--- src/rtl/irqf_pkg.sv ---
package irqf_pkg;
  localparam int unsigned REG_W = 8;
  localparam int unsigned N_EXT = 2;
  localparam int unsigned N_TMR = 2;

  // control bit k of the plain (non-flag) group sits at register bit 2k
  function automatic int unsigned ctl_pos(int unsigned k);
    return 2 * k;
  endfunction

  function automatic int unsigned ext_flag_pos(int unsigned i);
    return 1 + 2 * i;
  endfunction

  function automatic int unsigned tmr_flag_pos(int unsigned i);
    return 5 + 2 * i;
  endfunction
endpackage

--- src/rtl/irqf_rst_sync.sv ---
module irqf_rst_sync #(
  parameter int unsigned STAGES = 2
) (
  input  logic clk,
  input  logic rst_n,
  output logic rst_sync_n
);
  logic [STAGES-1:0] stage_q;

  always_ff @(posedge clk or negedge rst_n) begin
    if (!rst_n) stage_q <= '0;
    else        stage_q <= {stage_q[STAGES-2:0], 1'b1};
  end

  assign rst_sync_n = stage_q[STAGES-1];
endmodule

--- src/rtl/irqf_ext_chan.sv ---
module irqf_ext_chan #(
  parameter int unsigned SYNC_STAGES = 2
) (
  input  logic clk,
  input  logic rst_n,
  input  logic pin_n,
  input  logic edge_mode,
  input  logic sw_we,
  input  logic sw_val,
  input  logic ack,
  output logic flag
);
  logic [SYNC_STAGES-1:0] sync_q, sync_d;
  logic prev_q;
  logic flag_q, flag_d;
  logic synced, fall;

  assign synced = sync_q[SYNC_STAGES-1];
  assign fall   = prev_q & ~synced;

  always_comb begin
    sync_d = {sync_q[SYNC_STAGES-2:0], pin_n};
    if (!edge_mode)  flag_d = ~synced;
    else if (fall)   flag_d = 1'b1;
    else if (sw_we)  flag_d = sw_val;
    else if (ack)    flag_d = 1'b0;
    else             flag_d = flag_q;
  end

  always_ff @(posedge clk or negedge rst_n) begin
    if (!rst_n) begin
      sync_q <= '1;
      prev_q <= 1'b1;
      flag_q <= 1'b0;
    end else begin
      sync_q <= sync_d;
      prev_q <= synced;
      flag_q <= flag_d;
    end
  end

  assign flag = flag_q;
endmodule

--- src/rtl/irq_flag_reg.sv ---
module irq_flag_reg
  import irqf_pkg::*;
#(
  parameter int unsigned       ADDR_W      = 8,
  parameter logic [ADDR_W-1:0] BASE_ADDR   = 8'h88,
  parameter int unsigned       SYNC_STAGES = 2,
  parameter int unsigned       RST_STAGES  = 2
) (
  input  logic              clk,
  input  logic              rst_n,
  input  logic              wr_byte_en,
  input  logic [7:0]        wr_byte_data,
  input  logic              wr_bit_en,
  input  logic [ADDR_W-1:0] wr_bit_addr,
  input  logic              wr_bit_val,
  input  logic [1:0]        ext_n,
  input  logic [1:0]        tmr_ovf,
  input  logic [1:0]        ack_ext,
  input  logic [1:0]        ack_tmr,
  output logic [7:0]        rd_data,
  output logic [3:0]        irq_req,
  output logic [1:0]        tmr_run
);
  localparam int unsigned IDX_W = $clog2(REG_W);
  localparam int unsigned N_CTL = REG_W / 2;

  logic rst_int_n;
  logic bit_hit;
  logic [IDX_W-1:0] bit_idx;
  logic [REG_W-1:0] sw_we, sw_val;
  logic [N_CTL-1:0] ctl_q, ctl_d;
  logic [N_TMR-1:0] tf_q, tf_d;
  logic [N_EXT-1:0] ext_flag;

  irqf_rst_sync #(.STAGES(RST_STAGES)) rst_sync_i (
    .clk(clk), .rst_n(rst_n), .rst_sync_n(rst_int_n)
  );

  // software write merge: a bit write overrides the byte write on its bit
  assign bit_hit = wr_bit_en && (wr_bit_addr[ADDR_W-1:IDX_W] == BASE_ADDR[ADDR_W-1:IDX_W]);
  assign bit_idx = wr_bit_addr[IDX_W-1:0];

  always_comb begin
    sw_we  = {REG_W{wr_byte_en}};
    sw_val = wr_byte_data;
    if (bit_hit) begin
      sw_we[bit_idx]  = 1'b1;
      sw_val[bit_idx] = wr_bit_val;
    end
  end

  // plain control bits: trigger selects and run bits
  always_comb begin
    for (int k = 0; k < N_CTL; k++) begin
      ctl_d[k] = sw_we[ctl_pos(k)] ? sw_val[ctl_pos(k)] : ctl_q[k];
    end
  end

  // timer flags: set beats software write beats acknowledge
  always_comb begin
    for (int i = 0; i < N_TMR; i++) begin
      if (tmr_ovf[i])                 tf_d[i] = 1'b1;
      else if (sw_we[tmr_flag_pos(i)]) tf_d[i] = sw_val[tmr_flag_pos(i)];
      else if (ack_tmr[i])            tf_d[i] = 1'b0;
      else                            tf_d[i] = tf_q[i];
    end
  end

  always_ff @(posedge clk or negedge rst_int_n) begin
    if (!rst_int_n) begin
      ctl_q <= '0;
      tf_q  <= '0;
    end else begin
      ctl_q <= ctl_d;
      tf_q  <= tf_d;
    end
  end

  for (genvar g = 0; g < N_EXT; g++) begin : g_ext
    irqf_ext_chan #(.SYNC_STAGES(SYNC_STAGES)) chan_i (
      .clk      (clk),
      .rst_n    (rst_int_n),
      .pin_n    (ext_n[g]),
      .edge_mode(ctl_q[g]),
      .sw_we    (sw_we[ext_flag_pos(g)]),
      .sw_val   (sw_val[ext_flag_pos(g)]),
      .ack      (ack_ext[g]),
      .flag     (ext_flag[g])
    );
  end

  always_comb begin
    rd_data = '0;
    for (int k = 0; k < N_CTL; k++) rd_data[ctl_pos(k)] = ctl_q[k];
    for (int i = 0; i < N_EXT; i++) rd_data[ext_flag_pos(i)] = ext_flag[i];
    for (int i = 0; i < N_TMR; i++) rd_data[tmr_flag_pos(i)] = tf_q[i];
  end

  assign irq_req = {tf_q, ext_flag};
  assign tmr_run = ctl_q[N_CTL-1:N_EXT];
endmodule

--- config.mk ---
export PLATFORM = sky130hd
export DESIGN_NAME = irq_flag_reg
export DESIGN_NICKNAME = d
export VERILOG_FILES = /design/src/rtl/irqf_pkg.sv /design/src/rtl/irqf_rst_sync.sv /design/src/rtl/irqf_ext_chan.sv /design/src/rtl/irq_flag_reg.sv
export SDC_FILE = /design/constraint.sdc
export NUM_CORES = 1
export LEC_CHECK = 0
export ABC_AREA = 1
export BUFFER_PORTS_ARGS = -buffer_cell sky130_fd_sc_hd__buf_2
export CAP_MARGIN = 30
export CORE_MARGIN = 8
export CORE_UTILIZATION = 40
export DETAILED_ROUTE_END_ITERATION = 12
export GPL_ROUTABILITY_DRIVEN = 0
export PLACE_DENSITY = 0.69
export SLEW_MARGIN = 10
export SYNTH_ARGS = -nofsm -noshare
export SYNTH_HDL_FRONTEND = slang
export SYNTH_HIERARCHICAL = 1
export SYNTH_SLANG_ARGS = --single-unit
--- constraint.sdc ---
create_clock -name clk -period 0.8 [get_ports clk]
set_input_delay 0.16 -clock clk [delete_from_list [all_inputs] [get_ports clk]]
set_output_delay 0.16 -clock clk [all_outputs]
set_load 0.1 [all_outputs]
Word-level counts from Yosys, hierarchy flattened
Index checks and enable logic that the tools add are counted.
W data, S select, Z words.
{"block": "classes", "magnitude_cmp": 2, "n_eq_ne": 3, "muxes": 19, "bitwise": 5, "reduce_logical": 4}
{"op": "$mux W8", "n": 2}
{"op": "$mux W1", "n": 15}
{"op": "$bwmux W8", "n": 1}
{"op": "$ne A4 B3 Y1 const B", "n": 2}
{"op": "$or A8 B8 Y8", "n": 1}
{"op": "$reduce_bool A3 Y1", "n": 2}
{"op": "$eq A5 B5 Y1 const B", "n": 1}
{"op": "$lt A3 B4 Y1 const B", "n": 1}
{"op": "$demux W1 S3", "n": 1}
{"op": "$ge A3 B1 Y1 const B", "n": 1}
{"op": "$and A1 B1 Y1", "n": 2}
{"op": "$logic_and A1 B1 Y1", "n": 2}
{"op": "$not A1 Y1", "n": 2}
{"block": "word_totals", "reg_bits": 16, "in_bits": 29}

Logic depth before layout (Yosys ltp)
Gate-level depths: netlist of the first run.
{"block": "logic_depth", "depth_word": 9, "mapped_depth": 12, "depth_no_buf": 11}

Hierarchy
Netlist of the first run, hierarchy kept.
{"mod": "irq_flag_reg", "n_inst": 1, "cells_each": 81, "area_each_um2": 494.2, "seq_area_each_um2": 150.1}
{"mod": "irqf_ext_chan", "n_inst": 2, "cells_each": 14, "area_each_um2": 150.1, "seq_area_each_um2": 103.8}
{"mod": "irqf_rst_sync", "n_inst": 1, "cells_each": 3, "area_each_um2": 53.8, "seq_area_each_um2": 50.0}

Worst setup path after synthesis of the first run
OpenSTA, ideal clock, no wires.
{"block": "synth_path", "kind": "register to output", "start": "register g_ext[0].chan_i.flag_q", "end": "output port rd_data[1]", "arrival_time_ps": 1340, "slack_ps": -700, "path_stages_with_launch": 2, "path_buffers": 1, "cell_sequence": "dfrtp_1 buf_4"}
{"element": "start, declared", "line": "irqf_ext_chan.sv:15", "text": "logic flag_q, flag_d;"}
{"element": "start signal, assigned", "line": "irqf_ext_chan.sv:38", "text": "flag_q <= flag_d;"}
{"element": "end, declared", "line": "irq_flag_reg.sv:20", "text": "output logic [7:0] rd_data,"}
No word-level cell between the ends.

Final worst setup path of the first run
{"block": "layout_path", "start": "register ctl_q[3]", "end": "output port rd_data[6]"}
{"element": "start, declared", "line": "irq_flag_reg.sv:31", "text": "logic [N_CTL-1:0] ctl_q, ctl_d;"}
{"element": "start signal, assigned", "line": "irq_flag_reg.sv:74", "text": "ctl_q <= ctl_d;"}
No word-level cell between the ends.

==> results of run 1 <==
[report_power, final]
part | total, mW | internal [mW] | switching, mW
Sequential | 0.976 | 0.902 | 0.0748
Clock | 0.546 | 0.277 | 0.268
Combinational | 1.11 | 0.420 | 0.686
Total | 2.63 | 1.60 | 1.03
[logic make-up after synthesis]
| logic type | Yosys count | synth area share, % |
|---|---|---|
| buf+inv | 27 | 15.63 |
| other cells | 1 | 0.4421 |
| compound gates | 13 | 9.144 |
| simple gates | 55 | 26.70 |
| flops | 16 | 48.08 |
[metal layers]
metal	wire length (µm)	vias up	part of all wire (%)	GRT usage [%]
li1	-	443	-	-
met1	863	397	36	13.53
met2	1198	62	51	24.04
met3	262	9	11	4.733
met4	41	0	1.7	6.818
met5	0	-	0	0
[worst reg2reg max path: cells and delay by family (launching register included)]
family                 cells  cell delay (ns)
DFF                        1             0.51
and+or+nand+nor            3             0.18
buffers and inverters      1             0.14
AOI/OAI and AO/OA          1             0.05
[area by class of cell]
| type | count | area [µm²] | area share [%] |
|---|---|---|---|
| flip-flops and latches | 16 | 437.9 | 29.07 |
| multi-input cells | 69 | 361.6 | 24.00 |
| well taps | 27 | 33.78 | 2.243 |
| repair buffers | 57 | 560.5 | 37.21 |
| clock buffers | 4 | 36.28 | 2.409 |
| inverters | 19 | 76.32 | 5.066 |
[path summary, 6_finish.rpt]
check                                                      endpoint  slack, ns                       startpoint  cells past startpoint
worst max-delay path                                     rd_data[6]      -0.36             ctl_q[3]$_DFFE_PN0P_                      1
worst min register to register                  tf_q[0]$_DFFE_PN0P_       0.08  rst_sync_i/stage_q[1]$_DFF_PN0_                      0
max in group asynchronous       g_ext[1].chan_i/sync_q[0]$_DFF_PN1_       0.29  rst_sync_i/stage_q[1]$_DFF_PN0_                      1
worst max register to register                 ctl_q[1]$_DFFE_PN0P_      -0.18             ctl_q[1]$_DFFE_PN0P_                      5
worst min-delay path                            tf_q[0]$_DFFE_PN0P_       0.07                       tmr_ovf[0]                      3
min in group asynchronous                       tf_q[0]$_DFFE_PN0P_       0.08  rst_sync_i/stage_q[1]$_DFF_PN0_                      0
[metrics by stage]
step | cell area, µm² | std cells
4_1_cts | 1470 | 192
6_report | 1506 | 192
5_1_grt | 1506 | 192
2_1_floorplan | 957.2 | 112
3_5_place_dp | 1371 | 183
3_3_place_gp | 1371 | 183
[sequential cells by signal, summed over array words and instances, names as in the netlist]
| register | flops |
|---|---|
| rst_sync_i/stage_q | 2 |
| g_ext.chan_i/prev_q | 2 |
| tf_q | 2 |
| g_ext.chan_i/flag | 2 |
| g_ext.chan_i/sync_q | 4 |
| ctl_q | 4 |
[cell usage in the layout (no fill, tap or decap), drive strengths merged]
cell type,synthesis,final
nand3,10,10
a21oi,2,2
dlygate4sd3,0,3
nand4,2,2
dfstp,6,6
dfrtp,10,10
o21ai,9,9
o21bai,2,2
buf,8,54
conb,1,1
inv,19,19
nand2,38,38
nor2,5,5
clkbuf,0,4
[what timing repair did]
item	CTS	global route
buffers inserted	2	1
hold endpoints to repair	4	0
gates resized for setup	7	11
pin swaps	4	1
endpoints found under the setup margin	22	22
hold buffers	3	0
==> impl_metrics.tcl, run 1 <==
set metrics [dict create \
    ys_seq_area_share_pct 48.08 \
    die-area_um2 3850 \
    ys_ff_latch 16 \
    drt_iter0_markers 52 \
    holdWs_ns 0.07247 \
    ys_warn_count 6 \
    crit_path_max_fanout 3 \
    avgViaCountPerCell 4.745 \
    antenna_cells 0 \
    cts_htree_levels 1 \
    violations "setup timing" \
    finalNetCount 195 \
    period_needed_ns 1.159 \
    fillers 139 \
    crit_chain "buf_12" \
    area_growth_pct 77.58 \
    cts.clk_slew.worst_paths_ns 0.10 \
    rows 16 \
    drive_gt1_share_pct 53.33 \
    cp.buffers_inverters 1 \
    grt_pass1_vias 926 \
    ios 43 \
    pwr_density_cell_nw_per_um2 1744 \
    synth_area_per_cell_um2 7.574 \
    critPathTopFamily "flip-flops" \
    initial_core_util_pct 42.80 \
    place.port_buffers 42 \
    slew_violations 0 \
    required_ns 0.64 \
    pre_cts_ws_ns -0.4245 \
    cts_tree "yes" \
    die_height_um 62.05 \
    avgRoutedWirePerCell_um 12.32 \
    fin_crit_sh_pct 144.9 \
    overflow 0 \
    grt_max_degree 13 \
    setup_violations 22 \
    tns_ns -5.776 \
    cpPeakStageDelay_ns 0.52 \
    synthCells 112 \
    yosysMostFrequentCell "nand2_1" \
    postLayoutCoreUtil_pct 76.01 \
    min_path_type "in -> reg" \
    clock_latency_ns 0.29 \
    critical_path_arrival_ns 1.00 \
    antenna_found_initial 0 \
    ys_async_sr_fraction_pct 100.0 \
    ant_nets 0 \
    cts.sinks 16 \
    die_w_um 62.05 \
    synth_top_area_share_pct 29.50 \
    dp_hpwl_um 1885 \
    yosys.area.top_type "dfrtp_1" \
    yosys-top-cells-count "nand2_1, inv_1, dfrtp_1, nand3_1" \
    coreArea_um2 1982 \
    num_vias 911 \
    irDropWorstVdd_mv 1.676 \
    dr.pass1.iters 4 \
    fmax_mhz 862.7 \
    cts_root_buf "clkbuf_4" \
    final.setup_skew_ns 0.008613 \
    drc 0 \
    power_mw 2.628 \
    leakagePower_nw 0.7709 \
    status "finished, violations left" \
    setup_slack_ns -0.3591 \
    wl_um 2366 \
    grt_usage_pct 13.49 \
    critPathKind "reg -> out" \
    synth_area_leaders "dfrtp_1, dfstp_2, nand2_1, inv_1, nand3_1" \
    cts_buffer_depth 2 \
    grt_pass1_wl_um 3822 \
    maxCapViolCount 0 \
    synth_edf_count 0 \
    cpMaxStageDelayCell "dfrtp_4" \
    synth_cell_type_count 16 \
    synthFlopType "dfrtp_1" \
    rsz0062_at_grt "true" \
    cts_buffers 3 \
    syn-num-nets 141 \
    cp-start-kind "flop" \
    hold_viol_final 0 \
    worstSetupEndpointType "primary output" \
    synth_area_um2 848.3 \
]
Power figures use the tool's default switching activity.
==> run 2: changes to the inputs <==
--- a/config.mk
+++ b/config.mk
@@ -12,8 +12,8 @@
 export CORE_UTILIZATION = 40
 export DETAILED_ROUTE_END_ITERATION = 12
 export GPL_ROUTABILITY_DRIVEN = 0
-export PLACE_DENSITY = 0.69
-export SLEW_MARGIN = 10
+export PLACE_DENSITY_LB_ADDON = 0.08
+export SLEW_MARGIN = 25
 export SYNTH_ARGS = -nofsm -noshare
 export SYNTH_HDL_FRONTEND = slang
 export SYNTH_HIERARCHICAL = 1
==> impl_metrics.tcl, run 2 (same netlist as run 1, synthesis figures left out) <==
set metrics [dict create \
    num_vias 853 \
    period_needed_ns 1.151 \
    cpMaxStageDelayCell "dfrtp_4" \
    ios 43 \
    area_growth_pct 76.11 \
    reg_top3 "ctl_q x4, g_ext.chan_i/sync_q x4" \
    dr.pass1.iters 4 \
    maxCapViolCount 0 \
    leakagePower_nw 0.7658 \
    rsz0062_at_grt "true" \
    pre_cts_ws_ns -0.4342 \
    avgViaCountPerCell 4.420 \
    cts.clk_slew.worst_paths_ns 0.10 \
    reg2reg_depth 5 \
    cts.sinks 16 \
    coreArea_um2 1982 \
    die_height_um 62.05 \
    initial_core_util_pct 42.80 \
    slew_violations 0 \
    cts_root_buf "clkbuf_4" \
    required_ns 0.64 \
    final.setup_skew_ns 0.007994 \
    fmax_mhz 869.1 \
    power_mw 2.592 \
    min_path_type "reg -> async" \
    cts_tree "yes" \
    rows 16 \
    r2r_setup_slack_ns -0.14 \
    cp-start-kind "flop" \
    fillers 149 \
    cpPeakStageDelay_ns 0.53 \
    ant_nets 0 \
    setup_violations 22 \
    antenna_found_initial 0 \
    pwr_density_cell_nw_per_um2 1735 \
    final_cell_mix "nand2_1, buf_2, inv_1" \
    antenna_cells 0 \
    hold_viol_final 0 \
    drive_gt1_share_pct 51.20 \
    holdWs_ns 0.06856 \
    grt_usage_pct 12.61 \
    die_w_um 62.05 \
    drt_iter0_markers 18 \
    drc 0 \
    overflow 0 \
    setup_slack_ns -0.3507 \
    postLayoutCoreUtil_pct 75.38 \
    critical_path_arrival_ns 0.99 \
    avgRoutedWirePerCell_um 11.16 \
    final_common_cell "nand2_1" \
    grt_max_degree 13 \
    critPathKind "reg -> out" \
    dp_hpwl_um 1788 \
    worstSetupEndpointType "primary output" \
    critPathTopFamily "flip-flops" \
    grt_pass1_vias 900 \
    clock_latency_ns 0.28 \
    grt_pass1_wl_um 3657 \
    wl_um 2153 \
    cp.buffers_inverters 1 \
    die-area_um2 3850 \
    tns_ns -5.546 \
    status "finished, violations left" \
    crit_path_max_fanout 3 \
    cts_buffers 3 \
    fin_crit_sh_pct 143.8 \
    crit_chain "buf_12" \
    place.port_buffers 42 \
    cp.depth 1 \
    cts_buffer_depth 2 \
    irDropWorstVdd_mv 1.250 \
    violations "setup timing" \
    finalNetCount 196 \
    cts_htree_levels 1 \
]
## run 2: cell types whose count changed in the layout (fill, tap and decap cells not counted), sizes merged
cell | before | now
buf | 54 | 55
## run 2: worst paths after layout
path	end	start
worst max-delay path	rd_data[6]	ctl_q[3]$_DFFE_PN0P_
worst max register to register	g_ext[0].chan_i/flag$_DFFE_PN0P_	ctl_q[0]$_DFFE_PN0P_
max in group asynchronous	g_ext[1].chan_i/sync_q[1]$_DFF_PN1_	rst_sync_i/stage_q[1]$_DFF_PN0_
worst min-delay path	tf_q[0]$_DFFE_PN0P_	rst_sync_i/stage_q[1]$_DFF_PN0_
min in group clk	tf_q[0]$_DFFE_PN0P_	tmr_ovf[0]
worst min register to register	tf_q[0]$_DFFE_PN0P_	rst_sync_i/stage_q[1]$_DFF_PN0_
## run 2: where the power goes
| part | switching, mW | internal (mW) | leakage, nW | total [mW] |
|---|---|---|---|---|
| Combinational | 0.670 | 0.415 | 0.573 | 1.09 |
| Sequential | 0.0743 | 0.901 | 0.172 | 0.976 |
| Clock | 0.254 | 0.277 | 0.0210 | 0.530 |
## run 2: what timing repair did
action | in CTS | in global routing
hold buffers | 3 | 0
pin swaps | 5 | 2
gates resized for setup | 10 | 3
setup endpoints to repair | 22 | 22
hold endpoints to repair | 4 | 0
buffers inserted | 2 | 2
## run 2: through the flow
step                      std cells  area [µm²]
final                           193        1494
after CTS                       193        1489
after detailed placement        184        1379
after global routing            193        1494
after floorplan                 112       957.2
after global placement          184        1379
## run 2: layout make-up
cell class | instances | area [µm²] | area share [%]
tap | 27 | 33.78 | 2.261
timing repair buffer | 58 | 568.0 | 38.02
sequential | 16 | 437.9 | 29.31
inverter | 19 | 76.32 | 5.109
multi-input combinational | 69 | 341.6 | 22.86
clock buffer | 4 | 36.28 | 2.429
## run 2: per-layer routing
layer  track usage (%)  share of wire [%]  vias up
met5                 0                  0        -
met4             3.896                  0        0
met3             4.115                8.7        0
met2             22.71                 52       27
met1             13.54                 39      377
li1                  -                  -      449
==> run 3: changes to the inputs <==
--- a/config.mk
+++ b/config.mk
@@ -9,10 +9,11 @@
 export BUFFER_PORTS_ARGS = -buffer_cell sky130_fd_sc_hd__buf_2
 export CAP_MARGIN = 30
 export CORE_MARGIN = 8
-export CORE_UTILIZATION = 40
+export CORE_UTILIZATION = 47
 export DETAILED_ROUTE_END_ITERATION = 12
 export GPL_ROUTABILITY_DRIVEN = 0
 export PLACE_DENSITY_LB_ADDON = 0.08
+export SKIP_LAST_GASP = 1
 export SLEW_MARGIN = 25
 export SYNTH_ARGS = -nofsm -noshare
 export SYNTH_HDL_FRONTEND = slang
==> impl_metrics.tcl, run 3 (same netlist as run 1, synthesis figures left out) <==
set metrics [dict create \
    status "finished, violations left" \
    violations "setup timing" \
    dr.pass1.iters 4 \
    ios 43 \
    critPathKind "reg -> out" \
    irDropWorstVdd_mv 1.197 \
    avgRoutedWirePerCell_um 13.80 \
    setup_violations 22 \
    cp-start-kind "flop" \
    cts_buffer_depth 2 \
    cts_htree_levels 1 \
    antenna_found_initial 0 \
    holdWs_ns 0.06342 \
    final.setup_skew_ns 0.002398 \
    period_needed_ns 1.154 \
    grt_pass1_vias 940 \
    fmax_mhz 866.2 \
    cpPeakStageDelay_ns 0.52 \
    hold_viol_final 0 \
    tns_ns -5.757 \
    antenna_cells 0 \
    clock_latency_ns 0.29 \
    num_vias 915 \
    wl_um 2636 \
    critical_path_arrival_ns 0.99 \
    cts.sinks 16 \
    min_path_type "in -> reg" \
    slew_violations 0 \
    coreArea_um2 1708 \
    initial_core_util_pct 49.67 \
    rsz0062_at_grt "true" \
    fillers 85 \
    grt_max_degree 13 \
    fin_crit_sh_pct 144.3 \
    cpMaxStageDelayCell "dfrtp_4" \
    leakagePower_nw 0.7614 \
    die-area_um2 3421 \
    rows 15 \
    cts_root_buf "clkbuf_4" \
    reg_top3 "ctl_q x4, g_ext.chan_i/sync_q x4" \
    drive_gt1_share_pct 51.81 \
    postLayoutCoreUtil_pct 87.55 \
    die_height_um 58.49 \
    required_ns 0.64 \
    grt_usage_pct 15.16 \
    critPathTopFamily "flip-flops" \
    cts_buffers 3 \
    pwr_density_cell_nw_per_um2 1701 \
    worstSetupEndpointType "primary output" \
    ant_nets 0 \
    maxCapViolCount 0 \
    dp_hpwl_um 2010 \
    finalNetCount 196 \
    place.port_buffers 42 \
    overflow 0 \
    area_growth_pct 76.25 \
    power_mw 2.544 \
    cts.clk_slew.worst_paths_ns 0.09 \
    setup_slack_ns -0.3544 \
    cts_tree "yes" \
    cp.buffers_inverters 1 \
    final_cell_mix "nand2_1, buf_2, inv_1" \
    die_w_um 58.49 \
    crit_chain "buf_12" \
    drc 0 \
    grt_pass1_wl_um 4015 \
    final_common_cell "nand2_1" \
    drt_iter0_markers 17 \
    pre_cts_ws_ns -0.4334 \
    crit_path_max_fanout 3 \
    avgViaCountPerCell 4.791 \
]
run 3: cell counts in the layout (fill, tap and decap cells not counted):
No cell type changed its count.
run 3: final timing paths:
| kind | start | endpoint | slack, ns | cells past startpoint |
|---|---|---|---|---|
| max in group asynchronous | rst_sync_i/stage_q[1]$_DFF_PN0_ | g_ext[1].chan_i/sync_q[1]$_DFF_PN1_ | 0.31 | 1 |
| setup / recovery | ctl_q[2]$_DFFE_PN0P_ | tmr_run[0] | -0.35 | 1 |
| setup reg to reg | ctl_q[2]$_DFFE_PN0P_ | ctl_q[2]$_DFFE_PN0P_ | -0.16 | 5 |
| hold reg to reg | rst_sync_i/stage_q[1]$_DFF_PN0_ | tf_q[0]$_DFFE_PN0P_ | 0.08 | 0 |
| hold / removal | tmr_ovf[0] | tf_q[0]$_DFFE_PN0P_ | 0.06 | 3 |
| min in group asynchronous | rst_sync_i/stage_q[1]$_DFF_PN0_ | tf_q[0]$_DFFE_PN0P_ | 0.08 | 0 |
run 3: power by group:
part	total [mW]	switching [mW]	internal, mW
registers	0.977	0.0755	0.902
logic	1.11	0.684	0.426
clock network	0.456	0.262	0.194
run 3: routing by layer:
metal,vias to the layer above,share of wire (%),routed length (µm),track usage [%]
met5,-,0,0,0
met4,0,2.3,61,4.196
met3,8,7.2,189,5.652
met2,33,56,1482,29.13
met1,429,34,901,14.51
li1,445,-,-,-
run 3: worst register-to-register path, delay by kind of cell (launching register included):
kind                   cells  cell delay [ns]
and+or+nand+nor            3             0.13
buffers and inverters      1             0.15
DFF                        1             0.52
AOI/OAI and AO/OA          1             0.05
run 3: metrics by stage:
stage          cells  area, µm²
5_1_grt          191       1495
4_1_cts          190       1453
3_3_place_gp     181       1369
6_report         191       1495
2_1_floorplan    112      957.2
3_5_place_dp     181       1369
run 3: final cells by class:
type	count	area [µm²]	area share, %
timing repair buffer	58	580.6	38.83
multi-input combinational	69	342.8	22.93
clock buffer	4	26.28	1.757
inverter	19	76.32	5.105
sequential	16	437.9	29.29
tap	25	31.28	2.092
run 3: what timing repair did:
action	CTS	global route
hold endpoints to repair	4	0
gates resized for setup	4	13
setup buffers	2	3
pin swaps	2	9
hold buffers	3	0
endpoints found under the setup margin	22	22
